$ cat src/rtl/ddrchk_pkg.sv
package ddrchk_pkg;

    // width of each timing input, in bits
    localparam int TW = 6;
    // window counters must hold the sum of two timing values
    localparam int WW = TW + 2;

    typedef logic [TW-1:0] tval_t;
    typedef logic [WW-1:0] wcnt_t;

    typedef enum logic [2:0] {
        OP_NOP  = 3'd0,
        OP_ACT  = 3'd1,
        OP_RD   = 3'd2,
        OP_WR   = 3'd3,
        OP_PRE  = 3'd4,
        OP_PREA = 3'd5,
        OP_REF  = 3'd6,
        OP_RSVD = 3'd7
    } cmd_op_e;

    typedef enum logic [3:0] {
        V_NONE      = 4'd0,
        V_RFC       = 4'd1,
        V_STATE     = 4'd2,
        V_RCD       = 4'd3,
        V_PRE_EARLY = 4'd4,
        V_ACT_EARLY = 4'd5,
        V_RRD       = 4'd6,
        V_CCD       = 4'd7,
        V_WTR       = 4'd8
    } viol_e;

    // per-bank readiness seen by the verdict logic
    typedef struct packed {
        logic is_open;
        logic rd_ok;
        logic wr_ok;
        logic pre_ok;
        logic act_ok;
    } bank_flags_t;

    // counter load for a span of n cycles: legal again n cycles after the command
    function automatic wcnt_t win(input wcnt_t span);
        return (span == '0) ? '0 : wcnt_t'(span - 1'b1);
    endfunction

    // one cycle of countdown, saturating at zero
    function automatic wcnt_t step(input wcnt_t c);
        return (c == '0) ? '0 : wcnt_t'(c - 1'b1);
    endfunction

    function automatic wcnt_t wmax(input wcnt_t a, input wcnt_t b);
        return (a > b) ? a : b;
    endfunction

    function automatic wcnt_t ext(input tval_t v);
        return wcnt_t'(v);
    endfunction

endpackage

$ cat src/rtl/ddrchk_judge.sv
module ddrchk_judge
    import ddrchk_pkg::*;
#(
    parameter int NUM_BANKS = 4,
    localparam int BANK_W = $clog2(NUM_BANKS)
) (
    input  logic              cmd_valid,
    input  cmd_op_e           op,
    input  logic [BANK_W-1:0] bank,
    input  bank_flags_t       flags [NUM_BANKS],
    input  logic              rrd_ok,
    input  logic              ccd_ok,
    input  logic              wtr_ok,
    input  logic              rfc_ok,
    output logic              accept,
    output logic              reject,
    output viol_e             code
);

    logic        issued;
    logic        all_idle, all_act_ok, open_pre_ok;
    bank_flags_t sel;

    assign issued = cmd_valid && (op != OP_NOP) && (op != OP_RSVD);

    always_comb begin
        all_idle    = 1'b1;
        all_act_ok  = 1'b1;
        open_pre_ok = 1'b1;
        for (int i = 0; i < NUM_BANKS; i++) begin
            if (flags[i].is_open) begin
                all_idle = 1'b0;
                if (!flags[i].pre_ok) open_pre_ok = 1'b0;
            end
            if (!flags[i].act_ok) all_act_ok = 1'b0;
        end
    end

    always_comb begin
        sel  = flags[bank];
        code = V_NONE;
        if (issued) begin
            if (!rfc_ok) begin
                code = V_RFC;
            end else begin
                case (op)
                    OP_ACT: begin
                        if (sel.is_open)      code = V_STATE;
                        else if (!sel.act_ok) code = V_ACT_EARLY;
                        else if (!rrd_ok)     code = V_RRD;
                    end
                    OP_RD: begin
                        if (!sel.is_open)     code = V_STATE;
                        else if (!sel.rd_ok)  code = V_RCD;
                        else if (!ccd_ok)     code = V_CCD;
                        else if (!wtr_ok)     code = V_WTR;
                    end
                    OP_WR: begin
                        if (!sel.is_open)     code = V_STATE;
                        else if (!sel.wr_ok)  code = V_RCD;
                        else if (!ccd_ok)     code = V_CCD;
                    end
                    OP_PRE: begin
                        if (sel.is_open && !sel.pre_ok) code = V_PRE_EARLY;
                    end
                    OP_PREA: begin
                        if (!open_pre_ok) code = V_PRE_EARLY;
                    end
                    OP_REF: begin
                        if (!all_idle)        code = V_STATE;
                        else if (!all_act_ok) code = V_ACT_EARLY;
                    end
                    default: code = V_NONE;
                endcase
            end
        end
    end

    assign accept = issued && (code == V_NONE);
    assign reject = issued && (code != V_NONE);

endmodule

$ cat config.mk
export PLATFORM = sky130hd
export DESIGN_NAME = ddrchk_judge
export DESIGN_NICKNAME = d
export VERILOG_FILES = /design/src/rtl/ddrchk_pkg.sv /design/src/rtl/ddrchk_judge.sv
export SDC_FILE = /design/constraint.sdc
export NUM_CORES = 1
export LEC_CHECK = 0
export BUFFER_PORTS_ARGS = -buffer_cell sky130_fd_sc_hd__buf_4
export CORE_AREA = 2 2 39 41
export DETAILED_ROUTE_END_ITERATION = 16
export DIE_AREA = 0 0 41 43
export MAX_ROUTING_LAYER = met4
export PLACE_DENSITY = 0.78
export SKIP_LAST_GASP = 1
export SLEW_MARGIN = 0
export SYNTH_ARGS = -nofsm -noshare
export SYNTH_HDL_FRONTEND = slang
export SYNTH_SLANG_ARGS = --single-unit
$ cat constraint.sdc
create_clock -name vclk -period 2.15
set_input_delay 0.1075 -clock vclk [all_inputs]
set_output_delay 0.1075 -clock vclk [all_outputs]
set_load 0.05 [all_outputs]
# Word-level counts from Yosys, hierarchy flattened
# Cells that the tools add are included.
# word_totals
wordCells	54
in_bits	30
reg_bits	0
output_inout_bits	6
# classes
bitwise_logic	1
n_eq_ne	7
mux	36
n_reduce_logical	9
order_cmp	1
# op_table
op	count
3-bit two-way mux	10
4-bit two-way mux	6
4-bit case mux with 6 select lines	1
1-bit two-way mux	16
5-bit binary-select mux with 2-bit select	1
5-bit two-way mux	2
3-bit == test, second input constant	3
3-bit by 2-bit == test with 1-bit output, second input constant	2
1-bit logical AND	5
4-bit logical NOT	1
4-bit nonzero test	1
3-bit by 1-bit == test with 1-bit output, second input constant	1
3-bit greater-or-equal comparator, second input constant	1
3-bit != test, second input constant	1
2-bit inverter with 3-bit output	1
3-bit nonzero test	1
1-bit logical NOT	1

# Depth between registers and ports, before layout
# depth
depth_word	14
ltp_mapped	6
mapped_depth_nobuf	5

# Worst setup path after synthesis
# No wires, ideal clock.
# synth_timing
path_kind	input to output
startpoint	input port bank[1]
endpoint	output port accept
stages	6
arrival_ns	2.852
required_time_ns	2.043
path_buffers	1
slack_ns	-0.809
path_cell_list	buf_6 mux4_2 nand3b_1 a31o_2 a41oi_1 a2111oi_2
# synth_between
elab_cells_between_ends	18
classes_between	mux (13); bitwise (1); reduce/logical (4)
# synth_lines
item	line	rtl
start, declared	ddrchk_judge.sv:9	input logic [BANK_W-1:0] bank,
2-bit inverter with 3-bit output (implied by the code) (*)	ddrchk_judge.sv:40	sel = flags[bank];
5-bit binary-select mux with 2-bit select (*)	ddrchk_judge.sv:40	
5-bit two-way mux (implied by the code) (*) (2 in series)	ddrchk_judge.sv:40	
3-bit two-way mux, or another cell as far along	ddrchk_judge.sv:60	else if (!sel.wr_ok) code = V_RCD;
3-bit two-way mux, or another cell as far along	ddrchk_judge.sv:59	if (!sel.is_open) code = V_STATE;
4-bit case mux with 6 select lines (*)	ddrchk_judge.sv:46	case (op)
4-bit two-way mux (*)	ddrchk_judge.sv:43	if (!rfc_ok) begin
4-bit two-way mux (*)	ddrchk_judge.sv:42	if (issued) begin
named net code[0]	ddrchk_judge.sv:17	output viol_e code
4-bit logical NOT (*)	ddrchk_judge.sv:79	assign accept = issued && (code == V_NONE);
1-bit logical AND (*)	ddrchk_judge.sv:79	
end, declared	ddrchk_judge.sv:15	output logic accept,
# The timed path passes the listed nets; every way through them passes the cells marked *. The select of a mux whose other input is x is not followed.

# Worst setup path after layout
# layout_timing
startpoint	input port bank[1]
endpoint	output port accept
# layout_between
elab_chain_len	12
elab_cells_between_ends	18
classes_between	mux (13); bitwise (1); reduce/logical (4)
# layout_lines
item	line	rtl
2-bit inverter with 3-bit output (implied by the code) (*)	ddrchk_judge.sv:40	
5-bit binary-select mux with 2-bit select (*)	ddrchk_judge.sv:40	
5-bit two-way mux (implied by the code) (*) (2 in series)	ddrchk_judge.sv:40	
1-bit logical NOT	ddrchk_judge.sv:64	if (sel.is_open && !sel.pre_ok) code = V_PRE_EARLY;
1-bit logical AND	ddrchk_judge.sv:64	
3-bit two-way mux	ddrchk_judge.sv:64	
4-bit case mux with 6 select lines (*)	ddrchk_judge.sv:46	
4-bit two-way mux (*)	ddrchk_judge.sv:43	
4-bit two-way mux (*)	ddrchk_judge.sv:42	
4-bit logical NOT (*)	ddrchk_judge.sv:79	
1-bit logical AND (*)	ddrchk_judge.sv:79	
# Every way passes the cells marked *; elsewhere a longest branch is shown, timed or not. The select of a mux whose other input is x is not followed.

==> impl_metrics.yaml <==
timing:
  drv_slew: 0
  slew_headroom: 0.730
  setup_ws_ns: -0.0402
  holdWs_ns: 0.568
  hold_viol: 0
  final.min_clock_period_ns: 2.19
  finalCritPeriodShare: 1.02
  fin_setup_tns_ns: -0.0402
  finalSetupViolCount: 1
  rsz0062_at_grt: "true"
  clock.fmax_mhz: 457
  tightest_slew_ns: 0.405
place:
  gp_congestion: 0.831
  io_buffer_count: 36
  dp_cells: 121
  dpl.hpwl_mm: 1.36
clocking:
  cts_hold_buf: 0
detailed_routing:
  drc_errors: 0
  totalWireLength_mm: 1.53
  drtIter0Drc: 7
  ant_nets: 0
  vias: 669
  drt_pass1_iterations: 4
  wl_per_cell_um: 12.4
  via_per_inst: 5.44
final_layout:
  layout.cells.non_filler: 123
  final_common_cell: "buf_4"
  final_nets: 139
  mostFrequentLayoutCells: "buf_4 (43), mux2_2 (4), nand2_1 (4), buf_6 (4), nor2b_1 (3)"
  seq_cell_count: 0
  nClkBuffers: 0
  syn_to_final_growth_pct: 86.5
  regArea_um2: 0
  diodes: 0
  drive_gt1_frac: 0.636
synth:
  syn_inst: 62
  yosysWarnings: 0
  synth_cell_type_count: 44
  synth.avg_cell_area_um2: 8.09
  synth-seq-area-share: 0
  synth_area_um2: 502
  synthesis.nets: 92
die:
  dieArea_um2: 1760
  io_pins: 36
  start_util: 0.363
  rows: 14
  core_um2: 1380
  fp.dieH_um: 43
  die_w_um: 41
worst_setup_path:
  worstPathRequired_ns: 2.04
  cp-start-kind: "input pin"
  crit_type: "in -> out"
  endpoint_kind: "primary output"
  critPathMaxFanout: 4
  cp.arrival_ns: 2.08
grt:
  antenna_found_initial: 0
  grt-ovfl-total: 0
  grt_max_degree: 10
  track_usage: 0.187
  grt_pass1_wl_mm: 2.41
  grt_pass1_vias: 630
min_path:
  hold_path.class: "in -> out"
power_and_ir_drop:
  p_total_uw: 212
  ir_drop_uv: 112
  power_density_nw_per_um2: 226
  p_leak_uw: 0.000423
status:
  violations: "negative setup slack"
  status: "complete, but fails checks"
flow_run:
  cap_violations: 0
[cell usage after synthesis, types with 2 or more instances]
| cell | number | area, µm² |
|---|---|---|
| inv_1 | 2 | 7.51 |
| mux2_2 | 4 | 45.0 |
| mux2i_1 | 2 | 20.0 |
| nand2_1 | 4 | 15.0 |
| nand2b_1 | 2 | 12.5 |
| nand3_1 | 2 | 10.0 |
| nand3b_1 | 2 | 15.0 |
| nand4b_1 | 2 | 17.5 |
| nor2b_1 | 3 | 18.8 |
| nor3b_1 | 2 | 15.0 |
| o22a_1 | 2 | 17.5 |
| or2_2 | 2 | 12.5 |
| or3_1 | 2 | 12.5 |
[power breakdown]
part           internal [µW]  leakage (µW)  total (µW)  switching, µW
Clock                      0             0           0              0
Sequential                 0             0           0              0
Combinational            118      0.000423         212           93.4
[critical path, stage by stage]
cell       delay [ns]
buf_8            0.08
mux4_2           0.53
and3b_1          0.20
and4b_1          0.17
or4_4            0.45
a2111oi_4        0.33
buf_6            0.21
[path summary, 6_finish.rpt]
kind                    start  endpoint  slack [ns]  cells past startpoint
worst max-delay path  bank[1]    accept       -0.04                      7
worst min-delay path   rfc_ok    accept        0.57                      3
[layer usage]
layer	vias up	wire [µm]	GRT usage
met2	15	815	0.341
met4	0	0	0
met3	0	60	0
met1	310	654	0.234
li1	344	-	-
met5	-	0	-
[cell type report]
class	count	area, µm²
fillers	120	448
inverters	2	7.51
well taps	16	20.0
repair buffers	49	398
multi-input cells	56	510
[stage by stage]
stage / worst slack, ns / instance area [µm²] / util
2_1_floorplan: -0.224 / 541 / -
3_3_place_gp: -0.0680 / 882 / 0.637
3_5_place_dp: -0.118 / 882 / 0.637
4_1_cts: -0.0401 / 928 / 0.671
5_1_grt: -0.108 / 936 / 0.676
6_report: -0.0402 / 936 / 0.676
[cells by family after synthesis]
kind of cell           share of synthesized area
AO/OA/AOI/OAI                              0.252
buffers and inverters                     0.0698
multiplexers                               0.227
AND/OR/NAND/NOR                            0.451
[what timing repair did]
item,CTS,global route
setup buffers,1,1
gates cloned,0,0
gates resized for setup,10,0
setup endpoints to repair,2,2
pin swaps,1,1
hold endpoints to repair,0,0
No activity file was read; power rests on OpenSTA's default activity.
